$ cat src/rtl/ssd_pkg.sv
package ssd_pkg;
  localparam int SEG_COUNT = 8;
  typedef logic [SEG_COUNT-1:0] seg_vec_t;

  // position of each segment inside the raw field, relative to its base bit
  localparam int RAW_E  = 0;
  localparam int RAW_D  = 1;
  localparam int RAW_C  = 2;
  localparam int RAW_DP = 3;
  localparam int RAW_B  = 4;
  localparam int RAW_A  = 5;
  localparam int RAW_G  = 6;
  localparam int RAW_F  = 7;

  // repack the scattered field into {dp,g,f,e,d,c,b,a}
  function automatic seg_vec_t pack_segments(input seg_vec_t raw);
    return {raw[RAW_DP], raw[RAW_G], raw[RAW_F], raw[RAW_E],
            raw[RAW_D], raw[RAW_C], raw[RAW_B], raw[RAW_A]};
  endfunction
endpackage

$ cat src/rtl/ssd_digit_dec.sv
module ssd_digit_dec
  import ssd_pkg::*;
(
  input  seg_vec_t seg_raw,
  input  logic     com_n,
  input  logic     blank,
  output seg_vec_t seg
);
  // a digit shows its segments only when its common is low and no blanking
  always_comb begin
    if (blank || com_n) seg = '0;
    else                seg = pack_segments(seg_raw);
  end
endmodule

$ cat src/rtl/ssd_change_qual.sv
module ssd_change_qual
  import ssd_pkg::*;
#(
  parameter int DIGITS = 2
) (
  input  seg_vec_t          prev_seg,
  input  seg_vec_t          cur_seg,
  input  logic [DIGITS-1:0] prev_com,
  input  logic [DIGITS-1:0] cur_com,
  input  logic              prev_blank,
  input  logic              cur_blank,
  output logic              hit
);
  logic seg_chg, com_chg, blank_chg, any_lit;

  always_comb begin
    seg_chg   = |(prev_seg ^ cur_seg);
    com_chg   = |(prev_com ^ cur_com);
    blank_chg = prev_blank ^ cur_blank;
    any_lit   = ~&cur_com;
    // each class of change is qualified by the state of the new word
    hit = (seg_chg & any_lit & ~cur_blank)
        | (com_chg & ~cur_blank)
        | (blank_chg & any_lit);
  end
endmodule

$ cat src/rtl/ssd_refresh_monitor.sv
module ssd_refresh_monitor
  import ssd_pkg::*;
#(
  parameter int WORD_W     = 32,
  parameter int SEG_LSB    = 20,
  parameter int COM_LSB    = 28,
  parameter int COM_STRIDE = 2,
  parameter int BLANK_BIT  = 31
) (
  input  logic              clk,
  input  logic              rst_n,
  input  logic              wr_stb,
  input  logic [WORD_W-1:0] prev_word,
  input  logic [WORD_W-1:0] cur_word,
  output logic [7:0]        seg0_o,
  output logic [7:0]        seg1_o,
  output logic              blank_o,
  output logic              refresh_o
);
  localparam int DIGITS = 2;

  seg_vec_t          prev_seg, cur_seg;
  logic [DIGITS-1:0] prev_com, cur_com;
  logic              prev_blank, cur_blank;
  logic              hit;
  seg_vec_t          seg_next [DIGITS];
  seg_vec_t          seg_q    [DIGITS];
  logic              blank_q, refresh_q;
  logic              unused_word_bits;

  assign prev_seg   = prev_word[SEG_LSB +: SEG_COUNT];
  assign cur_seg    = cur_word[SEG_LSB +: SEG_COUNT];
  assign prev_blank = prev_word[BLANK_BIT];
  assign cur_blank  = cur_word[BLANK_BIT];
  assign unused_word_bits = ^{prev_word, cur_word};

  for (genvar d = 0; d < DIGITS; d++) begin : g_digit
    localparam int COM_BIT = COM_LSB + COM_STRIDE * d;
    assign prev_com[d] = prev_word[COM_BIT];
    assign cur_com[d]  = cur_word[COM_BIT];

    ssd_digit_dec u_dec (
      .seg_raw (cur_seg),
      .com_n   (cur_com[d]),
      .blank   (cur_blank),
      .seg     (seg_next[d])
    );
  end

  ssd_change_qual #(.DIGITS(DIGITS)) u_qual (
    .prev_seg   (prev_seg),
    .cur_seg    (cur_seg),
    .prev_com   (prev_com),
    .cur_com    (cur_com),
    .prev_blank (prev_blank),
    .cur_blank  (cur_blank),
    .hit        (hit)
  );

  always_ff @(posedge clk or negedge rst_n) begin
    if (!rst_n) begin
      seg_q[0]  <= '0;
      seg_q[1]  <= '0;
      blank_q   <= 1'b1;
      refresh_q <= 1'b0;
    end else begin
      refresh_q <= wr_stb & hit;
      if (wr_stb) begin
        seg_q[0] <= seg_next[0];
        seg_q[1] <= seg_next[1];
        blank_q  <= cur_blank;
      end
    end
  end

  assign seg0_o    = seg_q[0];
  assign seg1_o    = seg_q[1];
  assign blank_o   = blank_q;
  assign refresh_o = refresh_q;
endmodule

$ cat config.mk
export PLATFORM = sky130hd
export DESIGN_NAME = ssd_refresh_monitor
export DESIGN_NICKNAME = d
export VERILOG_FILES = /design/src/rtl/ssd_pkg.sv /design/src/rtl/ssd_digit_dec.sv /design/src/rtl/ssd_change_qual.sv /design/src/rtl/ssd_refresh_monitor.sv
export SDC_FILE = /design/constraint.sdc
export NUM_CORES = 1
export LEC_CHECK = 0
export BUFFER_PORTS_ARGS = -buffer_cell sky130_fd_sc_hd__buf_2
export CELL_PAD_IN_SITES_DETAIL_PLACEMENT = 1
export CELL_PAD_IN_SITES_GLOBAL_PLACEMENT = 1
export CORE_MARGIN = 5
export CORE_UTILIZATION = 25
export CTS_CLUSTER_DIAMETER = 120
export CTS_CLUSTER_SIZE = 40
export DETAILED_ROUTE_END_ITERATION = 10
export HOLD_SLACK_MARGIN = 0.06
export PLACE_DENSITY_LB_ADDON = 0.2
export RECOVER_POWER = 25
export REMOVE_ABC_BUFFERS = 1
export SYNTH_ARGS = -nofsm -noshare
export SYNTH_HDL_FRONTEND = slang
export SYNTH_SLANG_ARGS = --single-unit
$ cat constraint.sdc
create_clock -name clk -period 1.8 [get_ports clk]
set_clock_uncertainty 0.1 [all_clocks]
set_input_delay 0.09 -clock clk [delete_from_list [all_inputs] [get_ports clk]]
set_output_delay 0.09 -clock clk [all_outputs]
set_load 0.01 [all_outputs]
==> impl_metrics.prom, run 1 <==
# TYPE chip_impl_metric gauge
chip_impl_metric{name="num_vias",unit=""} 803
chip_impl_info{name="mostFrequentLayoutCell",value="sky130_fd_sc_hd__buf_2"} 1
chip_impl_metric{name="placed_cell_area",unit="um^2"} 1100
chip_impl_metric{name="r2r_cells",unit=""} 1
chip_impl_metric{name="slew-limit-headroom",unit="%"} 36.0
chip_impl_metric{name="fp.dieArea",unit="um^2"} 4690
chip_impl_info{name="startpoint_type",value="input port"} 1
chip_impl_metric{name="clkPwrFrac",unit="%"} 28.6
chip_impl_metric{name="max-cap-violations",unit=""} 0
chip_impl_metric{name="layout-drive-gt1-share",unit="%"} 35.0
chip_impl_metric{name="cellLeakagePower",unit="nW"} 0.625
chip_impl_metric{name="antenna-diode-count",unit=""} 0
chip_impl_metric{name="cp_max_fo",unit=""} 9
chip_impl_metric{name="p_sw",unit="mW"} 0.226
chip_impl_info{name="layout.cells.most_common_list",value="sky130_fd_sc_hd__buf_2 (41), sky130_fd_sc_hd__inv_1 (17), sky130_fd_sc_hd__dfrtp_1 (17)"} 1
chip_impl_metric{name="worstHoldPathCells",unit=""} 3
chip_impl_metric{name="fmax",unit="MHz"} 617
chip_impl_metric{name="htreeDepth",unit=""} 1
chip_impl_metric{name="final-hold-violation-count",unit=""} 0
chip_impl_metric{name="drcViolationCount",unit=""} 0
chip_impl_metric{name="setup_tns",unit="ns"} 0
chip_impl_metric{name="share_of_power_burned_in_registers",unit="%"} 51.2
chip_impl_info{name="min_path_type",value="in2reg"} 1
chip_impl_metric{name="cts_made_buffers",unit=""} 3
chip_impl_metric{name="clock_sinks",unit=""} 18
chip_impl_metric{name="drtIter0Drc",unit=""} 1
chip_impl_metric{name="post_cts.resized_instances",unit=""} 0
chip_impl_metric{name="yosysSeqAreaShare",unit="%"} 52.9
chip_impl_metric{name="die_width",unit="um"} 68.5
chip_impl_metric{name="globalRouteMet1Util",unit="%"} 12.7
chip_impl_info{name="hold_path.startpoint",value="cur_word[28]"} 1
chip_impl_metric{name="grt_start_max_net_pins",unit=""} 19
chip_impl_metric{name="route.detailed.vias_per_inst",unit=""} 4.32
chip_impl_metric{name="max_clock_buf_depth",unit=""} 2
chip_impl_metric{name="grt_pass1_vias",unit=""} 821
chip_impl_metric{name="synth_seq_cells",unit=""} 18
chip_impl_metric{name="p_sw_share",unit="%"} 26.2
chip_impl_metric{name="stdcell_area",unit="um^2"} 1240
chip_impl_metric{name="drt_pre_antenna_iters",unit=""} 4
chip_impl_info{name="setup.worst_path.start",value="cur_word[31]"} 1
chip_impl_metric{name="synth.lib_cells_used.distinct",unit=""} 18
chip_impl_metric{name="grt_first_pass_wirelength",unit="um"} 3740
chip_impl_metric{name="globalRouteMet2Util",unit="%"} 19.3
chip_impl_info{name="crit-reg2reg-capture",value="blank_o$_DFFE_PN1P_"} 1
chip_impl_metric{name="area.growth.synth_to_final",unit="%"} 44.8
chip_impl_info{name="cp-end-kind",value="register"} 1
chip_impl_metric{name="numPortBuffers",unit=""} 42
chip_impl_metric{name="worst_path_largest_cell_delay",unit="ns"} 0.53
chip_impl_info{name="critical-path-slowest-cell",value="sky130_fd_sc_hd__dlygate4sd3_1"} 1
chip_impl_metric{name="die_h",unit="um"} 68.5
chip_impl_metric{name="dpl.hpwl",unit="um"} 1820
chip_impl_metric{name="tot_pwr",unit="mW"} 0.863
chip_impl_metric{name="setup.reg_to_reg.worst_slack",unit="ns"} 0.99
chip_impl_metric{name="wl",unit="um"} 2380
chip_impl_metric{name="global_route.overflow_total",unit=""} 0
chip_impl_metric{name="final_net_count",unit=""} 208
chip_impl_metric{name="synthCells",unit=""} 87
chip_impl_metric{name="wl_per_cell",unit="um"} 12.8
chip_impl_metric{name="syn_area",unit="um^2"} 855
chip_impl_info{name="grt_busiest_layer",value="met2"} 1
chip_impl_metric{name="clock_pin_slew_on_the_worst_setup_and_hold_paths",unit="ns"} 0.10
chip_impl_metric{name="fin_crit_sh",unit="%"} 90.0
chip_impl_metric{name="coreArea",unit="um^2"} 3310
chip_impl_metric{name="globalplace.congestion",unit=""} 0.789
chip_impl_metric{name="grt_use_met3",unit="%"} 1.81
chip_impl_metric{name="synth_top_area_share",unit="%"} 49.8
chip_impl_info{name="cts_tree",value="built"} 1
chip_impl_metric{name="power.combinational.fraction",unit="%"} 20.2
chip_impl_metric{name="worst_slew_pin_slew",unit="ns"} 0.961
chip_impl_info{name="outcome",value="finished, final reports clean"} 1
chip_impl_metric{name="finalMaxSlewViolations",unit=""} 0
chip_impl_metric{name="power_density",unit="nW/um^2"} 697
chip_impl_metric{name="grtUsageTotal",unit="%"} 10.9
chip_impl_metric{name="ys.warnings.count",unit=""} 0
chip_impl_metric{name="grt_antenna_before_repair",unit=""} 0
chip_impl_metric{name="start_util",unit="%"} 25.8
chip_impl_metric{name="worst_skew_pair.late_latency",unit="ns"} 0.29
chip_impl_metric{name="fillCellCount",unit=""} 415
chip_impl_metric{name="ir_worst_vdd",unit="V"} 0.000187
chip_impl_metric{name="p_int",unit="mW"} 0.636
chip_impl_info{name="rsz0062_at_grt",value="false"} 1
chip_impl_metric{name="pin_count",unit=""} 85
chip_impl_metric{name="route.antenna.remaining_nets",unit=""} 0
chip_impl_info{name="worstPathCellList",value="dlygate4sd3_1, buf_2, or2_1, o31ai_2, a311oi_1, a41o_1"} 1
chip_impl_metric{name="cp.required",unit="ns"} 1.89
chip_impl_info{name="cts.root.buffer_cell",value="sky130_fd_sc_hd__clkbuf_4"} 1
chip_impl_metric{name="syn_avg_cell_area",unit="um^2"} 9.82
chip_impl_metric{name="report.final.setup_viol",unit=""} 0
chip_impl_info{name="r2r_start",value="blank_o$_DFFE_PN1P_"} 1
chip_impl_info{name="yosys.area.top_type",value="sky130_fd_sc_hd__dfrtp_1"} 1
chip_impl_info{name="yosys-top-cells-area",value="sky130_fd_sc_hd__dfrtp_1 (50%), sky130_fd_sc_hd__o22ai_1 (12%), sky130_fd_sc_hd__xor2_1 (9.2%)"} 1
chip_impl_metric{name="row_count",unit=""} 21
chip_impl_metric{name="critical_path_arrival",unit="ns"} 1.71
chip_impl_info{name="worst_hold_path.endpoint",value="refresh_o$_DFF_PN0_"} 1
chip_impl_info{name="setup.worst_path.class",value="in2reg"} 1
chip_impl_metric{name="finalWorstPathRequiredPeriod",unit="ns"} 1.62
[layer usage]
layer | up-vias | wire (um)
met2 | 26 | 1210
met4 | 0 | 52
met5 | - | 0
met3 | 4 | 157
met1 | 374 | 965
li1 | 399 | -
[flip-flops by register name, summed over array words and instances, names as in the netlist]
register,flops
refresh_o,1
seg1_o,8
blank_o,1
seg0_o,8
[synthesized netlist by cell type]
library cell and n:
sky130_fd_sc_hd__a21oi_1 1, sky130_fd_sc_hd__inv_1 17, sky130_fd_sc_hd__a311oi_1 1, sky130_fd_sc_hd__o31ai_2 1
sky130_fd_sc_hd__buf_1 1, sky130_fd_sc_hd__xor2_1 9, sky130_fd_sc_hd__o21ai_0 1, sky130_fd_sc_hd__mux2_1 1
sky130_fd_sc_hd__buf_6 2, sky130_fd_sc_hd__buf_2 1, sky130_fd_sc_hd__nand2_1 11, sky130_fd_sc_hd__dfrtp_1 17
sky130_fd_sc_hd__or2_1 2, sky130_fd_sc_hd__dfstp_2 1, sky130_fd_sc_hd__clkbuf_1 1, sky130_fd_sc_hd__o22ai_1 16
sky130_fd_sc_hd__nor4_1 3, sky130_fd_sc_hd__a41o_1 1
[final cells by class]
cell class / count / area (um^2) / share of cell area (%)
Sequential cell: 18 / 452 / 36.5
Inverter: 17 / 63.8 / 5.16
Timing Repair Buffer: 54 / 324 / 26.2
Multi-Input combinational cell: 47 / 304 / 24.6
Clock buffer: 4 / 36.3 / 2.93
Tap cell: 46 / 57.6 / 4.65
[power by group through the flow]
| stage | logic [mW] | registers (mW) | clock network [mW] |
|---|---|---|---|
| 6_report | 0.174 | 0.442 | 0.246 |
| 5_1_grt | 0.196 | 0.446 | 0.283 |
| 3_5_place_dp | 0.163 | 0.451 | 0 |
| 4_1_cts | 0.180 | 0.443 | 0.263 |
| 3_3_place_gp | 0.159 | 0.450 | 0 |
| 2_1_floorplan | 0.0542 | 0.463 | 0 |
[worst max-delay path by stage]
stage                     endpoint  cells past startpoint  slack (ns)
2_1_floorplan  refresh_o$_DFF_PN0_                      4        0.69
3_3_place_gp   refresh_o$_DFF_PN0_                      5        0.43
3_5_place_dp   refresh_o$_DFF_PN0_                      5        0.38
4_1_cts        refresh_o$_DFF_PN0_                      6        0.15
5_1_grt        refresh_o$_DFF_PN0_                      6        0.08
6_report       refresh_o$_DFF_PN0_                      6        0.18
[through the flow]
| step | util, % | worst slack, ns | hold WS [ns] | instances |
|---|---|---|---|---|
| floorplan | - | 0.685 | -0.306 | 82 |
| CTS | 37.4 | 0.150 | 0.0709 | 186 |
| global placement | 33.3 | 0.426 | -0.0528 | 172 |
| detailed placement | 33.3 | 0.378 | -0.0470 | 172 |
| global route | 37.4 | 0.0763 | 0.0782 | 186 |
| finish | 37.4 | 0.180 | 0.0717 | 186 |
[critical path: cells and delay by family]
kind	cells	cell delay (ns)
buffers and inverters	2	0.67
AOI/OAI and AO/OA	3	0.57
and+or+nand+nor	1	0.38
[kinds of logic (layout without fill, tap and decap cells)]
| logic type | after synthesis | count (layout) | synth area share (%) |
|---|---|---|---|
| XOR/XNOR | 9 | 9 | 9.22 |
| AO/OA/AOI/OAI | 21 | 21 | 16.5 |
| multiplexers | 1 | 1 | 1.32 |
| flip-flops | 18 | 18 | 52.9 |
| buffers and inverters | 22 | 75 | 11.6 |
| AND/OR/NAND/NOR | 16 | 16 | 8.49 |
[repair_timing]
item	4_1_cts	5_1_grt
hold buffers	10	0
setup buffers	0	0
setup endpoints to repair	0	0
endpoints found under the hold margin	36	0
Power figures use the tool's default switching activity.
==> run 2: changes to the inputs <==
--- a/config.mk
+++ b/config.mk
@@ -9,7 +9,8 @@
 export CELL_PAD_IN_SITES_DETAIL_PLACEMENT = 1
 export CELL_PAD_IN_SITES_GLOBAL_PLACEMENT = 1
 export CORE_MARGIN = 5
-export CORE_UTILIZATION = 25
+export CORE_UTILIZATION = 26
+export CTS_BUF_LIST = sky130_fd_sc_hd__clkbuf_8
 export CTS_CLUSTER_DIAMETER = 120
 export CTS_CLUSTER_SIZE = 40
 export DETAILED_ROUTE_END_ITERATION = 10
==> impl_metrics.prom, run 2 (synthesized netlist as in run 1, its figures left out) <==
# TYPE chip_impl_metric gauge
chip_impl_info{name="outcome",value="finished, final reports clean"} 1
chip_impl_info{name="cts.root.buffer_cell",value="sky130_fd_sc_hd__clkbuf_8"} 1
chip_impl_metric{name="grt_pass1_vias",unit=""} 868
chip_impl_metric{name="row_count",unit=""} 20
chip_impl_metric{name="final-hold-violation-count",unit=""} 0
chip_impl_metric{name="drcViolationCount",unit=""} 0
chip_impl_info{name="min_path_type",value="in2reg"} 1
chip_impl_metric{name="clock_sinks",unit=""} 18
chip_impl_metric{name="wl_per_cell",unit="um"} 13.0
chip_impl_metric{name="report.final.setup_viol",unit=""} 0
chip_impl_info{name="rsz0062_at_grt",value="false"} 1
chip_impl_metric{name="post_cts.resized_instances",unit=""} 0
chip_impl_info{name="startpoint_type",value="input port"} 1
chip_impl_metric{name="cts_made_buffers",unit=""} 3
chip_impl_metric{name="numPortBuffers",unit=""} 42
chip_impl_metric{name="global_route.overflow_total",unit=""} 0
chip_impl_metric{name="cp.required",unit="ns"} 1.84
chip_impl_metric{name="htreeDepth",unit=""} 1
chip_impl_info{name="mostFrequentLayoutCell",value="sky130_fd_sc_hd__buf_2"} 1
chip_impl_metric{name="stdcell_area",unit="um^2"} 1250
chip_impl_metric{name="start_util",unit="%"} 27.5
chip_impl_metric{name="power_density",unit="nW/um^2"} 749
chip_impl_metric{name="drt_pre_antenna_iters",unit=""} 4
chip_impl_metric{name="finalMaxSlewViolations",unit=""} 0
chip_impl_metric{name="fmax",unit="MHz"} 610
chip_impl_metric{name="fin_crit_sh",unit="%"} 91.1
chip_impl_metric{name="max_clock_buf_depth",unit=""} 2
chip_impl_metric{name="antenna-diode-count",unit=""} 0
chip_impl_metric{name="tot_pwr",unit="mW"} 0.939
chip_impl_metric{name="cellLeakagePower",unit="nW"} 0.633
chip_impl_metric{name="critical_path_arrival",unit="ns"} 1.68
chip_impl_metric{name="worst_skew_pair.late_latency",unit="ns"} 0.25
chip_impl_metric{name="clock_pin_slew_on_the_worst_setup_and_hold_paths",unit="ns"} 0.06
chip_impl_metric{name="grtUsageTotal",unit="%"} 11.5
chip_impl_metric{name="final_net_count",unit=""} 208
chip_impl_metric{name="max-cap-violations",unit=""} 0
chip_impl_info{name="crit-reg2reg-capture",value="blank_o$_DFFE_PN1P_"} 1
chip_impl_metric{name="wl",unit="um"} 2390
chip_impl_metric{name="grt_antenna_before_repair",unit=""} 0
chip_impl_metric{name="route.detailed.vias_per_inst",unit=""} 4.43
chip_impl_metric{name="slew-limit-headroom",unit="%"} 34.2
chip_impl_metric{name="globalplace.congestion",unit=""} 0.701
chip_impl_metric{name="worstHoldPathCells",unit=""} 3
chip_impl_metric{name="setup.reg_to_reg.worst_slack",unit="ns"} 0.99
chip_impl_metric{name="die_width",unit="um"} 67.3
chip_impl_info{name="r2r_start",value="blank_o$_DFFE_PN1P_"} 1
chip_impl_info{name="setup.worst_path.class",value="in2reg"} 1
chip_impl_metric{name="placed_cell_area",unit="um^2"} 1100
chip_impl_metric{name="area.growth.synth_to_final",unit="%"} 46.7
chip_impl_metric{name="fp.dieArea",unit="um^2"} 4530
chip_impl_metric{name="layout-drive-gt1-share",unit="%"} 35.0
chip_impl_metric{name="cp_max_fo",unit=""} 9
chip_impl_metric{name="setup_tns",unit="ns"} 0
chip_impl_metric{name="pin_count",unit=""} 85
chip_impl_metric{name="grt_first_pass_wirelength",unit="um"} 3920
chip_impl_metric{name="r2r_cells",unit=""} 1
chip_impl_metric{name="grt_start_max_net_pins",unit=""} 19
chip_impl_metric{name="coreArea",unit="um^2"} 3100
chip_impl_metric{name="drtIter0Drc",unit=""} 15
chip_impl_metric{name="setup_fix_buffers_added_after_clock_tree_synthesis",unit=""} 0
chip_impl_metric{name="ir_worst_vdd",unit="V"} 0.000240
chip_impl_metric{name="dpl.hpwl",unit="um"} 1830
chip_impl_info{name="cp-end-kind",value="register"} 1
chip_impl_info{name="layout.cells.most_common_list",value="sky130_fd_sc_hd__buf_2 (41), sky130_fd_sc_hd__inv_1 (17), sky130_fd_sc_hd__dfrtp_1 (17)"} 1
chip_impl_info{name="cts_tree",value="built"} 1
chip_impl_metric{name="num_vias",unit=""} 815
chip_impl_metric{name="worst_slew_pin_slew",unit="ns"} 0.987
chip_impl_metric{name="route.antenna.remaining_nets",unit=""} 0
chip_impl_info{name="worst_hold_path.endpoint",value="refresh_o$_DFF_PN0_"} 1
chip_impl_info{name="hold_path.startpoint",value="cur_word[28]"} 1
chip_impl_metric{name="die_h",unit="um"} 67.3
chip_impl_metric{name="finalWorstPathRequiredPeriod",unit="ns"} 1.64
==> run 2: layout make-up <==
class / instances / area, um^2
Clock buffer: 4 / 55.1
Inverter: 17 / 63.8
Tap cell: 44 / 55.1
Multi-Input combinational cell: 47 / 304
Sequential cell: 18 / 452
Fill cell: 387 / 1850
Timing Repair Buffer: 54 / 324
==> run 2: routing by layer <==
layer	GRT usage, %	routed length (um)	up-vias
li1	-	-	395
met1	14.2	1040	386
met2	19.9	1170	34
met3	2.83	184	0
met4	3.04	0	0
met5	0	0	-
==> run 2: metrics by stage <==
step                      hold slack (ns)  utilization, %  std cells  setup WS [ns]
final                               0.110            40.4        184          0.159
after global routing                0.101            40.4        184         0.0935
after CTS                           0.102            40.4        184          0.129
after detailed placement          -0.0548            35.4        170          0.407
after global placement            -0.0572            35.4        170          0.431
after floorplan                    -0.306               -         82          0.685
==> run 2: how the worst max path moves through the flow <==
stage | startpoint | end | slack, ns | cells after the start
after global routing | cur_word[31] | refresh_o$_DFF_PN0_ | 0.09 | 6
after detailed placement | cur_word[31] | refresh_o$_DFF_PN0_ | 0.41 | 5
after global placement | cur_word[31] | refresh_o$_DFF_PN0_ | 0.43 | 5
final | cur_word[31] | refresh_o$_DFF_PN0_ | 0.16 | 6
after CTS | cur_word[31] | refresh_o$_DFF_PN0_ | 0.13 | 6
after floorplan | cur_word[31] | refresh_o$_DFF_PN0_ | 0.69 | 4
==> run 2: report_power, final <==
part	internal [mW]	switching, mW
clock	0.194	0.126
combinational	0.0827	0.0936
sequential	0.431	0.0116
==> run 2: what timing repair did <==
item	CTS	global route
hold endpoints to repair	35	0
hold buffers	10	0
endpoints found under the setup margin	0	0
==> run 2: worst max-delay path, cell delays in order <==
cell and delay (ns):
sky130_fd_sc_hd__dlygate4sd3_1 0.53, sky130_fd_sc_hd__buf_2 0.14, sky130_fd_sc_hd__or2_1 0.38, sky130_fd_sc_hd__o31ai_2 0.22
sky130_fd_sc_hd__a311oi_1 0.11, sky130_fd_sc_hd__a41o_1 0.21
==> run 3: changes to the inputs <==
--- a/config.mk
+++ b/config.mk
@@ -5,15 +5,15 @@
 export SDC_FILE = /design/constraint.sdc
 export NUM_CORES = 1
 export LEC_CHECK = 0
-export BUFFER_PORTS_ARGS = -buffer_cell sky130_fd_sc_hd__buf_2
 export CELL_PAD_IN_SITES_DETAIL_PLACEMENT = 1
 export CELL_PAD_IN_SITES_GLOBAL_PLACEMENT = 1
 export CORE_MARGIN = 5
-export CORE_UTILIZATION = 26
+export CORE_UTILIZATION = 45
 export CTS_BUF_LIST = sky130_fd_sc_hd__clkbuf_8
 export CTS_CLUSTER_DIAMETER = 120
 export CTS_CLUSTER_SIZE = 40
 export DETAILED_ROUTE_END_ITERATION = 10
+export DONT_BUFFER_PORTS = 1
 export HOLD_SLACK_MARGIN = 0.06
 export PLACE_DENSITY_LB_ADDON = 0.2
 export RECOVER_POWER = 25
==> impl_metrics.prom, run 3 (synthesized netlist as in run 1, its figures left out) <==
# TYPE chip_impl_metric gauge
chip_impl_info{name="outcome",value="finished, final reports clean"} 1
chip_impl_info{name="setup.worst_path.class",value="in2reg"} 1
chip_impl_metric{name="fmax",unit="MHz"} 664
chip_impl_metric{name="grtUsageTotal",unit="%"} 17.1
chip_impl_metric{name="drcViolationCount",unit=""} 0
chip_impl_metric{name="route.antenna.remaining_nets",unit=""} 0
chip_impl_metric{name="grt_first_pass_wirelength",unit="um"} 3460
chip_impl_metric{name="grt_start_max_net_pins",unit=""} 27
chip_impl_metric{name="max_clock_buf_depth",unit=""} 2
chip_impl_metric{name="cts_made_buffers",unit=""} 3
chip_impl_metric{name="max-cap-violations",unit=""} 0
chip_impl_metric{name="globalplace.congestion",unit=""} 0.657
chip_impl_metric{name="drtIter0Drc",unit=""} 5
chip_impl_metric{name="dpl.hpwl",unit="um"} 1510
chip_impl_metric{name="clock_pin_slew_on_the_worst_setup_and_hold_paths",unit="ns"} 0.06
chip_impl_metric{name="critical_path_arrival",unit="ns"} 1.58
chip_impl_metric{name="setup_fix_buffers_added_after_clock_tree_synthesis",unit=""} 0
chip_impl_info{name="cts_tree",value="built"} 1
chip_impl_metric{name="grt_pass1_vias",unit=""} 776
chip_impl_metric{name="multi_input_area",unit="um^2"} 304
chip_impl_info{name="critical-path-slowest-cell",value="sky130_fd_sc_hd__dlygate4sd3_1"} 1
chip_impl_metric{name="finalMaxSlewViolations",unit=""} 0
chip_impl_metric{name="sequential_cell_area_in_the_final_layout",unit="um^2"} 452
chip_impl_metric{name="die_width",unit="um"} 53.6
chip_impl_metric{name="timing.critical_path.buf_inv",unit=""} 1
chip_impl_metric{name="coreArea",unit="um^2"} 1760
chip_impl_metric{name="area.growth.synth_to_final",unit="%"} 22.4
chip_impl_metric{name="cellLeakagePower",unit="nW"} 0.458
chip_impl_metric{name="fp.dieArea",unit="um^2"} 2870
chip_impl_metric{name="setup_tns",unit="ns"} 0
chip_impl_metric{name="slew-limit-headroom",unit="%"} 42.7
chip_impl_metric{name="fin_util",unit="%"} 59.3
chip_impl_metric{name="worst_skew_pair.late_latency",unit="ns"} 0.24
chip_impl_metric{name="wl",unit="um"} 2120
chip_impl_info{name="layout.cells.most_common_list",value="sky130_fd_sc_hd__inv_1 (17), sky130_fd_sc_hd__dfrtp_1 (17), sky130_fd_sc_hd__o22ai_1 (16)"} 1
chip_impl_metric{name="start_util",unit="%"} 48.4
chip_impl_metric{name="fin_crit_sh",unit="%"} 83.6
chip_impl_metric{name="cp.required",unit="ns"} 1.87
chip_impl_metric{name="antenna-diode-count",unit=""} 0
chip_impl_info{name="worstPathCellList",value="dlygate4sd3_1, mux2_1"} 1
chip_impl_metric{name="grt_antenna_before_repair",unit=""} 0
chip_impl_metric{name="die_h",unit="um"} 53.6
chip_impl_metric{name="route.detailed.vias_per_inst",unit=""} 5.29
chip_impl_metric{name="num_vias",unit=""} 661
chip_impl_metric{name="numPortBuffers",unit=""} 0
chip_impl_metric{name="drt_pre_antenna_iters",unit=""} 2
chip_impl_metric{name="global_route.overflow_total",unit=""} 0
chip_impl_info{name="min_path_type",value="in2reg"} 1
chip_impl_info{name="rsz0062_at_grt",value="false"} 1
chip_impl_metric{name="worst_slew_pin_slew",unit="ns"} 0.857
chip_impl_metric{name="report.final.setup_viol",unit=""} 0
chip_impl_metric{name="power_density",unit="nW/um^2"} 844
chip_impl_metric{name="fillCellCount",unit=""} 204
chip_impl_metric{name="finalWorstPathRequiredPeriod",unit="ns"} 1.51
chip_impl_metric{name="worst_path_largest_cell_delay",unit="ns"} 1.10
chip_impl_info{name="startpoint_type",value="input port"} 1
chip_impl_info{name="crit_family",value="buffers and inverters"} 1
chip_impl_metric{name="cp_max_fo",unit=""} 26
chip_impl_metric{name="layout-drive-gt1-share",unit="%"} 6.00
chip_impl_metric{name="final_net_count",unit=""} 168
chip_impl_metric{name="ir_worst_vdd",unit="V"} 0.000455
chip_impl_metric{name="final-hold-violation-count",unit=""} 0
chip_impl_info{name="cts.root.buffer_cell",value="sky130_fd_sc_hd__clkbuf_8"} 1
chip_impl_info{name="cp-end-kind",value="register"} 1
chip_impl_metric{name="setup.reg_to_reg.worst_slack",unit="ns"} 0.95
chip_impl_metric{name="wl_per_cell",unit="um"} 17.0
chip_impl_metric{name="row_count",unit=""} 15
chip_impl_metric{name="htreeDepth",unit=""} 1
chip_impl_metric{name="pin_count",unit=""} 85
chip_impl_metric{name="clock_sinks",unit=""} 18
-- run 3: cell types whose count changed in the layout (fill, tap and decap cells not counted), sizes merged --
| cell | delta |
|---|---|
| buf | -43 |
| clkbuf | -1 |
| dlygate4sd3 | +4 |
-- run 3: layout make-up --
cell class | instances | share of cell area [%]
Multi-Input combinational cell | 47 | 29.1
Inverter | 17 | 6.10
Tap cell | 25 | 2.99
Timing Repair Buffer | 14 | 13.4
Sequential cell | 18 | 43.2
Clock buffer | 4 | 5.26
-- run 3: power breakdown --
part	internal [mW]	switching, mW
clock network	0.194	0.122
registers	0.431	0.0290
logic	0.0515	0.0550
-- run 3: metal layers --
metal,vias to the layer above,track usage [%],routed length (um)
li1,314,-,-
met1,320,19.4,855
met2,25,31.2,1110
met3,2,4.16,142
met4,0,5.11,17
met5,-,0,0
-- run 3: repair_timing --
| action | CTS | global route |
|---|---|---|
| endpoints found under the setup margin | 0 | 0 |
| resized for setup | 0 | 0 |
| hold buffers | 14 | 0 |
| hold endpoints to repair | 36 | 0 |
-- run 3: metrics by stage --
step                worst slack (ns)  instances  instance area, um^2  hold slack [ns]  total power [mW]
floorplan                      0.685         82                  820           -0.306             0.517
global placement               0.564        107                  851           -0.305             0.532
detailed placement             0.523        107                  851           -0.305             0.537
CTS                            0.290        125                 1050           0.0758             0.895
global route                   0.140        125                 1050            0.123             0.922
finish                         0.294        125                 1050           0.0781             0.882
-- run 3: worst paths after layout --
path / from / end / cells after the start
max: wr_stb / blank_o$_DFFE_PN1P_ / 2
min: wr_stb / refresh_o$_DFF_PN0_ / 3
max reg2reg: blank_o$_DFFE_PN1P_ / blank_o$_DFFE_PN1P_ / 1
min reg2reg: seg1_o[2]$_DFFE_PN0P_ / seg1_o[2]$_DFFE_PN0P_ / 2
max in group asynchronous: rst_n / seg1_o[1]$_DFFE_PN0P_ / 1
min in group asynchronous: rst_n / seg0_o[5]$_DFFE_PN0P_ / 1
